[src/rtl/pp_nib_pkg.sv]
package pp_nib_pkg;
  localparam int NIB_W  = 4;
  localparam int BYTE_W = 2 * NIB_W;

  typedef enum logic [1:0] {
    ST_IDLE         = 2'd0,
    ST_WAIT_VALID   = 2'd1,
    ST_WAIT_RELEASE = 2'd2
  } nib_state_t;
endpackage

[src/rtl/pp_nib_sync.sv]
module pp_nib_sync #(
  parameter int             W       = 5,
  parameter int             STAGES  = 2,
  parameter logic [W-1:0]   RST_VAL = '0
) (
  input  logic         clk,
  input  logic         rst,
  input  logic [W-1:0] d_i,
  output logic [W-1:0] q_o
);
  logic [STAGES-1:0][W-1:0] stg;

  always_ff @(posedge clk) begin
    if (rst) begin
      for (int s = 0; s < STAGES; s++) stg[s] <= RST_VAL;
    end else begin
      stg[0] <= d_i;
      for (int s = 1; s < STAGES; s++) stg[s] <= stg[s-1];
    end
  end

  assign q_o = stg[STAGES-1];
endmodule

[src/rtl/pp_nib_edge.sv]
module pp_nib_edge (
  input  logic clk,
  input  logic rst,
  input  logic lvl_i,
  output logic fall_o,
  output logic rise_o
);
  logic prev_q;

  always_ff @(posedge clk) begin
    if (rst) prev_q <= 1'b1;
    else     prev_q <= lvl_i;
  end

  assign fall_o = prev_q & ~lvl_i;
  assign rise_o = ~prev_q & lvl_i;
endmodule

[src/rtl/pp_nib_wdog.sv]
module pp_nib_wdog #(
  parameter int CNT_W = 16
) (
  input  logic             clk,
  input  logic             rst,
  input  logic             run_i,
  input  logic             kick_i,
  input  logic [CNT_W-1:0] lim_i,
  output logic             expired_o
);
  localparam logic [CNT_W-1:0] CNT_MAX = '1;
  logic [CNT_W-1:0] cnt_q;

  always_ff @(posedge clk) begin
    if (rst || kick_i)                  cnt_q <= '0;
    else if (run_i && cnt_q != CNT_MAX) cnt_q <= cnt_q + 1'b1;
  end

  assign expired_o = run_i && (lim_i != '0) && (cnt_q >= lim_i);
endmodule

[src/rtl/pp_nibble_rx.sv]
module pp_nibble_rx
  import pp_nib_pkg::*;
#(
  parameter int CNT_W     = 16,
  parameter int SYNC_STGS = 2
) (
  input  logic              clk,
  input  logic              rst,
  input  logic              req_i,
  input  logic [CNT_W-1:0]  timeout_lim_i,
  output logic [BYTE_W-1:0] byte_o,
  output logic              byte_vld_o,
  output logic              timeout_o,
  input  logic              per_clk_i,
  input  logic [NIB_W-1:0]  per_nib_i,
  output logic              host_busy_o,
  output logic              xfer_active_o,
  output logic              fwd_strobe_n_o,
  output logic              periph_reset_n_o
);
  localparam int IN_W = NIB_W + 1;
  localparam logic [IN_W-1:0] IN_RST = {1'b1, {NIB_W{1'b0}}};

  logic [IN_W-1:0]  in_s;
  logic             clk_s, clk_fall, clk_rise, expired;
  logic [NIB_W-1:0] nib_s, lo_q, hi_q;
  nib_state_t       state_q;
  logic             second_q, hbusy_q, act_q, vld_q, to_q;
  logic [BYTE_W-1:0] byte_q;

  pp_nib_sync #(.W(IN_W), .STAGES(SYNC_STGS), .RST_VAL(IN_RST)) u_sync (
    .clk(clk), .rst(rst), .d_i({per_clk_i, per_nib_i}), .q_o(in_s)
  );

  assign clk_s = in_s[IN_W-1];
  assign nib_s = in_s[NIB_W-1:0];

  pp_nib_edge u_edge (
    .clk(clk), .rst(rst), .lvl_i(clk_s), .fall_o(clk_fall), .rise_o(clk_rise)
  );

  pp_nib_wdog #(.CNT_W(CNT_W)) u_wdog (
    .clk(clk), .rst(rst),
    .run_i(state_q != ST_IDLE),
    .kick_i((state_q == ST_IDLE) || clk_fall || clk_rise),
    .lim_i(timeout_lim_i),
    .expired_o(expired)
  );

  always_ff @(posedge clk) begin
    if (rst) begin
      state_q  <= ST_IDLE;
      second_q <= 1'b0;
      hbusy_q  <= 1'b1;
      act_q    <= 1'b0;
      vld_q    <= 1'b0;
      to_q     <= 1'b0;
      lo_q     <= '0;
      hi_q     <= '0;
      byte_q   <= '0;
    end else begin
      vld_q <= 1'b0;
      to_q  <= 1'b0;
      unique case (state_q)
        ST_IDLE: begin
          if (req_i) begin
            state_q  <= ST_WAIT_VALID;
            second_q <= 1'b0;
            act_q    <= 1'b1;
            hbusy_q  <= 1'b0;
          end
        end
        ST_WAIT_VALID: begin
          if (clk_fall) begin
            hbusy_q <= 1'b1;
            state_q <= ST_WAIT_RELEASE;
            if (second_q) hi_q <= nib_s;
            else          lo_q <= nib_s;
          end else if (expired) begin
            to_q    <= 1'b1;
            hbusy_q <= 1'b1;
            act_q   <= 1'b0;
            state_q <= ST_IDLE;
          end
        end
        ST_WAIT_RELEASE: begin
          if (clk_rise) begin
            if (!second_q) begin
              second_q <= 1'b1;
              hbusy_q  <= 1'b0;
              state_q  <= ST_WAIT_VALID;
            end else begin
              byte_q  <= {hi_q, lo_q};
              vld_q   <= 1'b1;
              act_q   <= 1'b0;
              state_q <= ST_IDLE;
            end
          end else if (expired) begin
            to_q    <= 1'b1;
            hbusy_q <= 1'b1;
            act_q   <= 1'b0;
            state_q <= ST_IDLE;
          end
        end
        default: state_q <= ST_IDLE;
      endcase
    end
  end

  assign byte_o           = byte_q;
  assign byte_vld_o       = vld_q;
  assign timeout_o        = to_q;
  assign host_busy_o      = hbusy_q;
  assign xfer_active_o    = act_q;
  assign fwd_strobe_n_o   = 1'b1;
  assign periph_reset_n_o = 1'b1;
endmodule

[config.mk]
export PLATFORM = sky130hd
export DESIGN_NAME = pp_nibble_rx
export DESIGN_NICKNAME = d
export VERILOG_FILES = /design/src/rtl/pp_nib_pkg.sv /design/src/rtl/pp_nib_sync.sv /design/src/rtl/pp_nib_edge.sv /design/src/rtl/pp_nib_wdog.sv /design/src/rtl/pp_nibble_rx.sv
export SDC_FILE = /design/constraint.sdc
export NUM_CORES = 1
export LEC_CHECK = 0
export ABC_AREA = 1
export BUFFER_PORTS_ARGS = -buffer_cell sky130_fd_sc_hd__clkbuf_2
export CAP_MARGIN = 15
export CORE_UTILIZATION = 55
export DETAILED_ROUTE_END_ITERATION = 7
export PLACE_DENSITY = 0.82
export SLEW_MARGIN = 5
export SYNTH_ARGS = -nofsm -noshare
export SYNTH_HDL_FRONTEND = slang
export SYNTH_SLANG_ARGS = --single-unit
[constraint.sdc]
create_clock -name clk -period 2.1 [get_ports clk]
set_clock_uncertainty 0.1 [all_clocks]
set_input_delay 0.315 -clock clk [delete_from_list [all_inputs] [get_ports clk]]
set_output_delay 0.315 -clock clk [all_outputs]
set_load 0.1 [all_outputs]
* Word level (Yosys, flattened, before mapping)
Index checks and enable logic that the tools add are counted. Widths: inputs -> output; s select.
Operators by class: reduce and logical (&&, ||, !) cells 18, equal/unequal tests 8, add/sub/neg operators 1, bitwise logic cells 7, order comparisons 1, mux-type cells 25
Operators with widths (count):
- $add 16x1->16 const B | 1
- $ge 16x16->1 | 1
- $mux 1 | 16
- $ne 16x16->1 const B | 1
- $reduce_bool 16->1 | 1
- $reduce_and 3->1 | 5
- $mux 2 | 4
- $ne 2x2->1 const B | 3
- $ne 3x3->1 const B | 2
- $pmux 1 s3 | 2
- $pmux 2 s3 | 1
- $not 1->1 | 5
- $pmux 1 s2 | 2
- $reduce_and 4->1 | 1
- $reduce_bool 2->1 | 2
- $logic_and 1x1->1 | 3
- $logic_or 1x1->1 | 3
- $reduce_bool 3->1 | 1
- $reduce_or 3->1 | 1
- $and 1x1->1 | 2
- $eq 2x1->1 const B | 1
- $eq 2x2->1 const B | 1
- $logic_not 2->1 | 1
Storage, ports and cells: word-level logic and storage cells 73, bits of input ports 24, bits in registers 50, output and inout bits 14

* Longest topological paths before layout
Gate-level depths: netlist of run 1.
depth after elaboration 6, depth in mapped cells 16, gate-level depth less buffers 16

* Cells and area by module
From an unflattened synthesis of run 1, not the netlist that was laid out.
Second synthesis, totals: cells, all modules 409, area total of the unflattened synthesis 2806.4 sq um
Modules (own cells, without submodules):
- pp_nib_wdog | cells an instance 217, area each 1365.1 sq um, instances 1
- pp_nibble_rx | cells an instance 148, area each 1071.0 sq um, instances 1
- pp_nib_sync | cells an instance 37, area each 327.8 sq um, instances 1
- pp_nib_edge | cells an instance 7, area each 42.5 sq um, instances 1

* Worst setup path after synthesis of run 1
OpenSTA, ideal clock, no wires.
kind register -> register, start reg state_q[0], end reg act_q (netlist: xfer_active_o), library setup time 0.131 ns, data required time 1.869 ns, slack 0.405 ns, period minus slack after synthesis 1.695 ns, stages on the path, launching flop included 11, data arrival time 1.464 ns, cells stage by stage dfxtp_1 > inv_1 > ha_1 > inv_1 > nor2_1 > nor2_1 > inv_1 > nor3_1 > nand2_1 > nand2_1 > a21oi_1
Between the ends: longest elaborated chain between the ends 6, elaborated cells between the ends (all ways) 15, those cells by class eq/ne (5); mux (4); reduce/logical (6)
Ends and longest elaborated chain:
- from (decl) | RTL line pp_nibble_rx.sv:27 | nib_state_t state_q;
- from (signal assigned) | RTL line pp_nibble_rx.sv:52 | state_q <= ST_IDLE;
- from (signal assigned) | RTL line pp_nibble_rx.sv:67 | state_q <= ST_WAIT_VALID;
- from (signal assigned) | RTL line pp_nibble_rx.sv:76 | state_q <= ST_WAIT_RELEASE;
- $reduce_bool 2->1 | RTL line pp_nibble_rx.sv:44 | .run_i(state_q != ST_IDLE),
- $logic_and 1x1->1 (2 in series) | RTL line pp_nib_wdog.sv:19 | assign expired_o = run_i && (lim_i != '0) && (cnt_q >= lim_i);
- $mux 1
- $mux 1 (on tied branches)
- $pmux 1 s3 | RTL line pp_nibble_rx.sv:64 | unique case (state_q)
- to (signal assigned) | RTL line pp_nibble_rx.sv:55 | act_q <= 1'b0;
- to (signal assigned) | RTL line pp_nibble_rx.sv:69 | act_q <= 1'b1;
- to (signal assigned) | RTL line pp_nibble_rx.sv:82 | act_q <= 1'b0;
- to (decl) | RTL line pp_nibble_rx.sv:28 | logic second_q, hbusy_q, act_q, vld_q, to_q;
Several ways; a longest one is shown, not always the timed one. The select of a mux whose other input is x is not followed. A chain may end at the register's enable or synchronous reset.

* Worst setup path after layout of run 1
start reg u_wdog.cnt_q[6], end reg act_q (netlist: xfer_active_o)
Between the ends: longest elaborated chain between the ends 5, elaborated cells between the ends (all ways) 6, those cells by class order compare (1); mux (4); reduce/logical (1)
Ends and longest elaborated chain:
- from (decl) | RTL line pp_nib_wdog.sv:12 | logic [CNT_W-1:0] cnt_q;
- from (signal assigned) | RTL line pp_nib_wdog.sv:16 | else if (run_i && cnt_q != CNT_MAX) cnt_q <= cnt_q + 1'b1;
- $ge 16x16->1 (*) | RTL line pp_nib_wdog.sv:19
- $logic_and 1x1->1 (*) | RTL line pp_nib_wdog.sv:19
- $mux 1 (*)
- $mux 1 (on tied branches)
- $pmux 1 s3 (*)
Every way passes the cells marked *; elsewhere a longest branch is shown, timed or not. The select of a mux whose other input is x is not followed.

==> metrics.csv, run 1 <==
stage,metric,value,unit
status,status,completed,
setup_path,cp_top_family,simple AND/OR/NAND/NOR gates,
die,die-area,5030,µm²
layout,flow.area_growth_from_synthesis,12.8,%
detailed_routing,wl_per_cell,11.3,µm
die,die_h,70.9,µm
power_and_ir_drop,power,1850,µW
die,core,4440,µm²
synth,synthesis.area,2610,µm²
setup_path,cp.arrival,2.05,ns
clocking,cts.sinks,50,
timing,rsz0062_at_grt,false,
power_and_ir_drop,p_clk_frac,0.333,
timing,slew_violations,0,
detailed_routing,antenna_left,0,
power_and_ir_drop,intPower,1290,µW
die,io_pins,38,
synth,seq_area_frac_synth,0.383,
die,die_x,70.9,µm
setup_path,worst-path-buf-inv,1,
detailed_routing,drt_iter0_drc,178,
placed_design,place.gp.congestion,0.864,
power_and_ir_drop,pwr-share-seq,0.531,
setup_path,cp_cell_sequence,ha_1 -> nand2_1 -> inv_1 -> nand2_1 -> nor2_1 -> nor2_1 -> nand2_1 -> nand2_1 -> nand2_1 -> nand2_1 -> nand2_1 -> nand2_1 -> nand2_1 -> a21oi_1,
power_and_ir_drop,ir_drop,0.501,mV
synth,synth_warnings,0,
timing,fin_setup_tns,0,ns
synth,async_flop_share,0,
clocking,clockBufferDepth,2,
clocking,clk_pin_slew,0.10,ns
timing,tightest_slew,0.540,ns
power_and_ir_drop,switching_power,552,µW
clocking,h-tree-depth,2,
timing,final.min_clock_period,1.90,ns
setup_path,crit_required,2.26,ns
layout,drive_above_1_share,0.165,
placed_design,numPortBuffers,35,
setup_path,path_common_cell,nand2_1,
detailed_routing,vias,2374,
detailed_routing,routed_wl,5200,µm
timing,max_freq,528,MHz
power_and_ir_drop,powerDensity,626,nW/µm²
die,num_rows,24,
detailed_routing,post-route-drc-count,0,
layout,layout_commonest_cell,nand2_1,
die,initial_utilization,0.588,
layout,finalNetCount,451,
power_and_ir_drop,p_sw_frac,0.299,
flow_run,drv_cap,0,
setup_path,crit_type,reg -> reg,
synth,syn_avg_cell_area,7.10,µm²
grt,grt_max_degree,31,
grt,grt_pass1_vias,2141,
layout,final_cell_mix,"nand2_1 (78), inv_1 (51), dfxtp_1 (50)",
worst_hold_path,hold_path_class,in -> reg,
synth,synthFlopType,dfxtp_1,
clocking,clk_latency,0.32,ns
detailed_routing,vias_per_cell,5.17,
timing,setup_viol,0,
detailed_routing,first_pass_iters,6,
grt,grt_pass1_wl,8980,µm
synth,ys_types,31,
synth,syn_inst,368,
clocking,numCtsBuffers,5,
clocking,root_buffer,clkbuf_8,
grt,antenna_found_initial,0,
grt,track_usage,0.225,
clocking,holdBufCountCts,0,
setup_path,start_kind,flip-flop,
placed_design,hpwl,3940,µm
clocking,cts_tree,built,
grt,grt.overflow.total,0,
timing,max-slew-margin-rel,0.642,
synth,synth_edf_count,0,
setup_path,path_max_fanout,7,
power_and_ir_drop,combPwrFrac,0.136,
layout,diodes,0,
timing,period_share,0.902,
setup_path,slowest_delay,0.48,ns
setup_path,critPathSlowestCell,dfxtp_1,
power_and_ir_drop,cellLeakagePower,0.00140,µW
timing,hold_viol,0,
synth,ys_seq_elements,50,
setup_path,end_kind,flip-flop,
-- layer usage --
metal	share of wire	GRT usage
met1	0.48	0.283
met4	0.015	0.0956
met3	0.036	0.0427
met2	0.47	0.377
met5	0	0
-- flip-flops by register name, summed over array words and instances, names as in the netlist --
name           flops
u_wdog.cnt_q      16
byte_o             8
u_sync.q_o         5
u_sync.stg         5
hi_q               4
lo_q               4
state_q            2
byte_vld_o         1
host_busy_o        1
second_q           1
timeout_o          1
u_edge.prev_q      1
xfer_active_o      1
-- cell usage after synthesis, drive strengths merged (2+ instances only) --
| cell type | number | area (µm²) |
|---|---|---|
| xnor2 | 2 | 17.5 |
| nand3 | 22 | 115 |
| dfxtp | 50 | 1000 |
| nand2 | 83 | 339 |
| nand4 | 8 | 50.1 |
| nor2 | 47 | 181 |
| inv | 58 | 218 |
| nor3 | 5 | 25.0 |
| o21a | 3 | 22.5 |
| buf | 2 | 15.0 |
| clkbuf | 6 | 22.5 |
| a21oi | 37 | 189 |
| nor4 | 3 | 33.8 |
| or2 | 3 | 18.8 |
| ha | 21 | 263 |
| o21ai | 12 | 60.1 |
-- cell families (layout without fill, tap and decap cells) --
family,Yosys count,in the layout,synth area share
adders and majority gates,21,21,0.101
DFF,50,50,0.383
and+or+nand+nor,172,172,0.295
other,1,2,0.00144
AOI/OAI and AO/OA,56,56,0.115
xor gates and xnor gates,2,2,0.00671
buffers and inverters,66,104,0.0977
-- path summary, 6_finish.rpt --
path                   end            start  cells past startpoint  slack (ns)
max          xfer_active_o  u_wdog.cnt_q[6]                     14        0.20
min          u_sync.stg[4]        per_clk_i                      2        0.07
min reg2reg  u_sync.q_o[1]    u_sync.stg[1]                      2        0.32
max reg2reg  xfer_active_o  u_wdog.cnt_q[6]                     14        0.20
-- final cells by class --
class / instances / area, µm²
fill: 404 / 1500
multi-input combinational: 253 / 1370
sequential: 50 / 1000
inverter: 58 / 218
timing repair buffer: 38 / 198
clock buffer: 5 / 68.8
tap: 52 / 65.1
clock inverter: 3 / 28.8
-- power by group through the flow --
stage | clock [µW] | sequential, µW | combinational [µW]
6_report | 614 | 980 | 251
4_1_cts | 622 | 980 | 247
3_3_place_gp | 0 | 1000 | 238
5_1_grt | 662 | 983 | 277
2_1_floorplan | 0 | 1030 | 156
3_5_place_dp | 0 | 1000 | 246
-- what timing repair did --
action                                  in CTS  in global routing
buffers inserted                             0                  0
endpoints found under the setup margin       0                  1
resized for setup                            0                  2
-- through the flow --
stage / cell area (µm²) / instances / hold slack, ns / utilization / worst slack (ns)
final: 2950 / 459 / 0.0673 / 0.663 / 0.205
after detailed placement: 2840 / 451 / 0.300 / 0.639 / 0.190
after CTS: 2940 / 459 / 0.0660 / 0.661 / 0.155
after floorplan: 2620 / 369 / 0.288 / - / 0.405
after global placement: 2840 / 451 / 0.290 / 0.639 / 0.178
after global routing: 2950 / 459 / 0.0676 / 0.663 / 0.0506
No activity file was read; power rests on OpenSTA's default activity.
==> run 2: changes to the inputs <==
- SYNTH_HIERARCHICAL: not set -> 1
==> run 2 against run 1 <==
First-iteration DRC count fell by 14%. Sequential power barely moved. Register-to-register slack got worse by 0.03 ns. Critical endpoint is now host_busy_o.
==> metrics.csv, run 2 <==
stage,metric,value,unit
status,status,completed,
synth,synth_top_area_share,0.357,
synth,syn_avg_cell_area,6.86,µm²
placed_design,hpwl,4230,µm
detailed_routing,routed_wl,5680,µm
setup_path,path_max_fanout,4,
grt,track_usage,0.235,
die,die_h,73.4,µm
detailed_routing,drt_iter0_drc,153,
detailed_routing,post-route-drc-count,0,
setup_path,worst-path-buf-inv,1,
setup_path,end_kind,flip-flop,
grt,grt_pass1_wl,9850,µm
power_and_ir_drop,cellLeakagePower,0.00162,µW
timing,rsz0062_at_grt,true,
layout,design_area,3150,µm²
clocking,clockBufferDepth,2,
setup_path,cp.arrival,2.01,ns
detailed_routing,antenna_left,0,
synth,async_flop_share,0,
die,initial_utilization,0.583,
synth,synth_warnings,6,
timing,final.min_clock_period,1.92,ns
clocking,root_buffer,clkbuf_8,
detailed_routing,vias_per_cell,4.92,
layout,drive_above_1_share,0.171,
timing,tightest_slew,0.541,ns
setup_path,critPathSlowestCell,dfxtp_1,
placed_design,dp.cells,509,
detailed_routing,vias,2544,
setup_path,path_depth,10,
worst_hold_path,hold_path_class,in -> reg,
clocking,numCtsBuffers,5,
layout,flow.area_growth_from_synthesis,12.3,%
die,io_pins,38,
setup_path,cp-startpoint,u_wdog/cnt_q[15],
clocking,h-tree-depth,2,
detailed_routing,first_pass_iters,5,
timing,worst_slack,0.178,ns
setup_path,regToRegEndpoint,host_busy_o,
power_and_ir_drop,ir_drop,0.557,mV
flow_run,drv_cap,0,
clocking,cts_tree,built,
timing,max-slew-margin-rel,0.641,
synth,ys_seq_elements,50,
synth,synth_top_cells_by_count,"nand2_1 (91), nor2_1 (65), inv_1 (62)",
clocking,cts.sinks,50,
clocking,clk_pin_slew,0.10,ns
setup_path,start_kind,flip-flop,
die,die_x,73.4,µm
placed_design,place.gp.congestion,0.862,
die,die-area,5390,µm²
setup_path,slowest_delay,0.42,ns
setup_path,crit_type,reg -> reg,
timing,period_share,0.915,
setup_path,cp_top_family,simple AND/OR/NAND/NOR gates,
timing,max_freq,520,MHz
grt,grt.overflow.total,0,
setup_path,cp_cell_sequence,ha_1 -> a21oi_1 -> o21ai_0 -> nor2_1 -> a21oi_2 -> inv_2 -> nand2_1 -> or2_2 -> nand4_1 -> nand3_1,
timing,slew_violations,0,
clocking,clk_latency,0.30,ns
die,core,4820,µm²
setup_path,r2r_cells,10,
synth,synth_most_common_cell,nand2_1,
synth,syn_inst,409,
setup_path,crit_required,2.19,ns
setup_path,rrSetupSlack,0.18,ns
synth,ys_types,30,
synth,synthFlopType,dfxtp_1,
layout,fillCellCount,442,
timing,hold_viol,0,
placed_design,dpl_cell_area,3040,µm²
synth,synthesis.area,2810,µm²
layout,largest_reg_flops,16,
layout,finalCoreUtilization,0.655,
setup_path,rr_startpoint,u_wdog/cnt_q[15],
synth,seq_area_frac_synth,0.357,
layout,diodes,0,
power_and_ir_drop,powerDensity,578,nW/µm²
detailed_routing,wl_per_cell,11.0,µm
placed_design,detailedPlace.worstSlack,0.0678,ns
grt,antenna_found_initial,0,
layout,finalNetCount,495,
timing,setup_viol,0,
setup_path,worstSetupEndpoint,host_busy_o,
layout,finalNonFillerCells,517,
synth,netlist_top_cells_area,"dfxtp_1 (36%), nand2_1 (12%), ha_1 (9.8%)",
grt,grt_pass1_vias,2395,
synth,synth_edf_count,0,
layout,layout_commonest_cell,nand2_1,
layout,regMostFlops,u_wdog/cnt_q,
placed_design,numPortBuffers,35,
die,num_rows,25,
synth,synth_top_area_cell,dfxtp_1,
grt,grt_max_degree,21,
layout,final_cell_mix,"nand2_1 (90), nor2_1 (65), inv_1 (61)",
-- run 2: cells by family after synthesis --
family                     after synthesis  share of synthesized area
and+or+nand+nor                        202                      0.303
buffers and inverters                   82                      0.137
DFF                                     50                      0.357
AOI/OAI and AO/OA                       46                     0.0847
adders and majority gates               22                     0.0981
xor gates and xnor gates                 6                     0.0187
other                                    1                    0.00134
-- run 2: area by class of cell --
class,count,area (µm²),area share
clock buffers,5,68.8,0.0218
clock inverters,3,26.3,0.00833
inverters,68,270,0.0857
multi-input cells,278,1440,0.457
flip-flops and latches,50,1010,0.319
well taps,67,83.8,0.0266
repair buffers,46,258,0.0817
-- run 2: repair_timing --
action,4_1_cts,5_1_grt
setup buffers,0,0
setup endpoints to repair,0,5
resized for setup,0,10
hold buffers,0,0
-- run 2: worst min-delay path by stage --
stage | start | end | slack (ns) | cells after the start
final | per_nib_i[2] | u_sync/stg[2] | 0.08 | 3
after floorplan | u_sync/stg[4] | u_sync/q_o[4] | 0.29 | 2
after CTS | per_nib_i[2] | u_sync/stg[2] | 0.07 | 3
after detailed placement | u_sync/stg[1] | u_sync/q_o[1] | 0.30 | 2
after global routing | per_nib_i[2] | u_sync/stg[2] | 0.07 | 3
after global placement | u_sync/stg[2] | u_sync/q_o[2] | 0.29 | 2
-- run 2: per-stage QoR --
step | TNS (ns) | power [µW] | hold WS, ns
3_5_place_dp | 0 | 1250 | 0.297
2_1_floorplan | 0 | 1200 | 0.287
6_report | 0 | 1820 | 0.0839
5_1_grt | -0.0195 | 1920 | 0.0669
3_3_place_gp | 0 | 1250 | 0.292
4_1_cts | 0 | 1840 | 0.0745
-- run 2: tightest hold or removal path: stages --
cell and delay, ns:
clkbuf_2 0.08, inv_1 0.04, nor2_1 0.03
-- run 2: layer usage --
| metal | vias up | global-route usage | routed length (µm) |
|---|---|---|---|
| met5 | - | 0 | 0 |
| met4 | 0 | 0.0791 | 68 |
| met3 | 6 | 0.0412 | 182 |
| met2 | 61 | 0.414 | 2760 |
| met1 | 1126 | 0.289 | 2680 |
| li1 | 1351 | - | - |
-- run 2: power breakdown --
part / leakage, µW / internal, µW / switching [µW]
sequential: 0.000408 / 968 / 13.8
clock: 0.0000491 / 246 / 339
combinational: 0.00116 / 73.5 / 182
total: 0.00162 / 1290 / 535
==> run 3: changes to the inputs <==
- PLACE_DENSITY: 0.82 -> 0.76
- SETUP_SLACK_MARGIN: not set -> 0.5
==> run 3 against run 2 <==
Die area did not move. Sequential power decreased by 0.8%. Total power is 3.4% higher. Clock power rose by 3%. Highest routed layer unchanged. Combinational power rose by 20%. Largest cell class unchanged. Critical endpoint is now state_q[0]. Critical path depth grew 3. Count of clock-buffer cells in the layout grew 1. First-iteration DRC count grew 37%.
==> metrics.csv, run 3 (synthesis gave the netlist of run 2 again) <==
stage,metric,value,unit
status,status,completed,
flow_run,drv_cap,0,
grt,grt_max_degree,21,
power_and_ir_drop,p_sw_frac,0.295,
power_and_ir_drop,powerDensity,551,nW/µm²
clocking,numCtsBuffers,5,
layout,drive_above_1_share,0.253,
timing,hold_viol,0,
clocking,cts.sinks,50,
power_and_ir_drop,combPwrFrac,0.162,
layout,final_cell_mix,"nand2_1 (83), nor2_1 (64), inv_1 (59)",
clocking,clk_pin_slew,0.10,ns
timing,period_share,0.909,
setup_path,cp.arrival,1.99,ns
setup_path,end_kind,flip-flop,
setup_path,crit_required,2.18,ns
detailed_routing,drt_iter0_drc,209,
layout,largest_reg_flops,16,
detailed_routing,antenna_left,0,
die,num_rows,25,
layout,flow.area_growth_from_synthesis,21.7,%
detailed_routing,wl_per_cell,11.9,µm
clocking,h-tree-depth,2,
layout,seqCellArea,1020,µm²
die,die-area,5390,µm²
setup_path,start_kind,flip-flop,
clocking,root_buffer,clkbuf_8,
power_and_ir_drop,p_clk_frac,0.321,
clocking,holdBufCountCts,0,
timing,max-slew-margin-rel,0.642,
clocking,clk_latency,0.30,ns
detailed_routing,first_pass_iters,5,
timing,slew_violations,0,
layout,finalNetCount,503,
timing,tightest_slew,0.539,ns
die,core,4820,µm²
layout,layout_commonest_cell,nand2_1,
die,initial_utilization,0.583,
detailed_routing,vias,2652,
grt,antenna_found_initial,0,
timing,final.min_clock_period,1.91,ns
detailed_routing,post-route-drc-count,0,
die,die_x,73.4,µm
detailed_routing,wl_met3,359,µm
detailed_routing,routed_wl,6270,µm
grt,track_usage,0.250,
layout,diodes,0,
detailed_routing,vias_per_cell,5.05,
layout,fillCellCount,427,
setup_path,crit_type,reg -> reg,
power_and_ir_drop,ir_drop,0.476,mV
timing,fin_setup_tns,0,ns
layout,multiInputGateArea,1620,µm²
grt,grt.overflow.total,0,
setup_path,path_max_fanout,3,
timing,setup_viol,0,
placed_design,hpwl,4130,µm
worst_hold_path,hold_path_class,in -> reg,
detailed_routing,wl_met1,2780,µm
power_and_ir_drop,cellLeakagePower,0.00167,µW
layout,regMostFlops,u_wdog/cnt_q,
detailed_routing,wl_met2,2980,µm
grt,grt_pass1_wl,10400,µm
layout,finalNonFillerCells,525,
timing,max_freq,524,MHz
power_and_ir_drop,pwr-share-seq,0.517,
grt,grt_pass1_vias,2460,
setup_path,rrSetupSlack,0.19,ns
placed_design,numPortBuffers,35,
power_and_ir_drop,switching_power,556,µW
die,die_h,73.4,µm
clocking,clockBufferDepth,2,
die,io_pins,38,
timing,rsz0062_at_grt,true,
power_and_ir_drop,intPower,1330,µW
placed_design,place.gp.congestion,0.846,
clocking,cts_tree,built,
detailed_routing,routed.top_layer,met4,
placed_design,dp.cells,508,
==> run 3: changes by cell type in the layout (fill, tap and decap cells not counted), sizes merged <==
cell	change
buf	+7
clkinvlp	+1
inv	-2
nand2	+2
==> run 3: cell type report <==
class,count,share of cell area
Clock buffer,6,0.0242
Sequential cell,50,0.300
Inverter,68,0.0806
Clock inverter,2,0.00476
Multi-Input combinational cell,280,0.475
Tap cell,67,0.0245
Timing Repair Buffer,52,0.0908
==> run 3: metrics by stage <==
stage | total power [µW] | setup WS, ns | utilization | hold WS (ns) | instance area (µm²)
global placement | 1260 | 0.104 | 0.637 | 0.293 | 3070
detailed placement | 1260 | 0.0288 | 0.637 | 0.293 | 3070
finish | 1880 | 0.192 | 0.709 | 0.0863 | 3420
CTS | 1880 | 0.193 | 0.698 | 0.0807 | 3360
floorplan | 1210 | 0.345 | - | 0.287 | 2850
global route | 1980 | 0.0598 | 0.709 | 0.0798 | 3420
==> run 3: worst paths after layout <==
kind | start | cells after the start | to
worst max-delay path | u_wdog/cnt_q[11] | 13 | state_q[0]
worst max register to register | u_wdog/cnt_q[11] | 13 | state_q[0]
worst min-delay path | per_nib_i[0] | 3 | u_sync/stg[0]
worst min register to register | u_sync/stg[2] | 2 | u_sync/q_o[2]
==> run 3: layer usage <==
layer	vias up	GRT usage
met5	-	0
li1	1370	-
met3	16	0.0494
met4	0	0.0812
met1	1194	0.313
met2	72	0.430
==> run 3: worst max-delay path, cell delays in order (launching register included) <==
cell	delay, ns
dfxtp_4	0.37
ha_4	0.27
nand2_2	0.05
o21bai_1	0.15
a21oi_1	0.13
nor2_1	0.09
a21oi_4	0.15
inv_2	0.07
nand2_2	0.07
nor2_1	0.05
nor2_1	0.09
nand2_1	0.06
nand2_1	0.05
a21oi_1	0.05
==> run 3: repair_timing <==
| item | CTS | global route |
|---|---|---|
| gates resized for setup | 31 | 14 |
| pin swaps | 25 | 17 |
| gates cloned | 2 | 0 |
| buffers inserted | 6 | 1 |
| endpoints found under the setup margin | 21 | 28 |
==> run 3: power by group through the flow <==
stage / combinational, µW / sequential (µW) / clock, µW
2_1_floorplan: 179 / 1030 / 0
3_3_place_gp: 256 / 1000 / 0
3_5_place_dp: 260 / 1000 / 0
4_1_cts: 290 / 974 / 617
5_1_grt: 335 / 978 / 665
6_report: 305 / 974 / 605
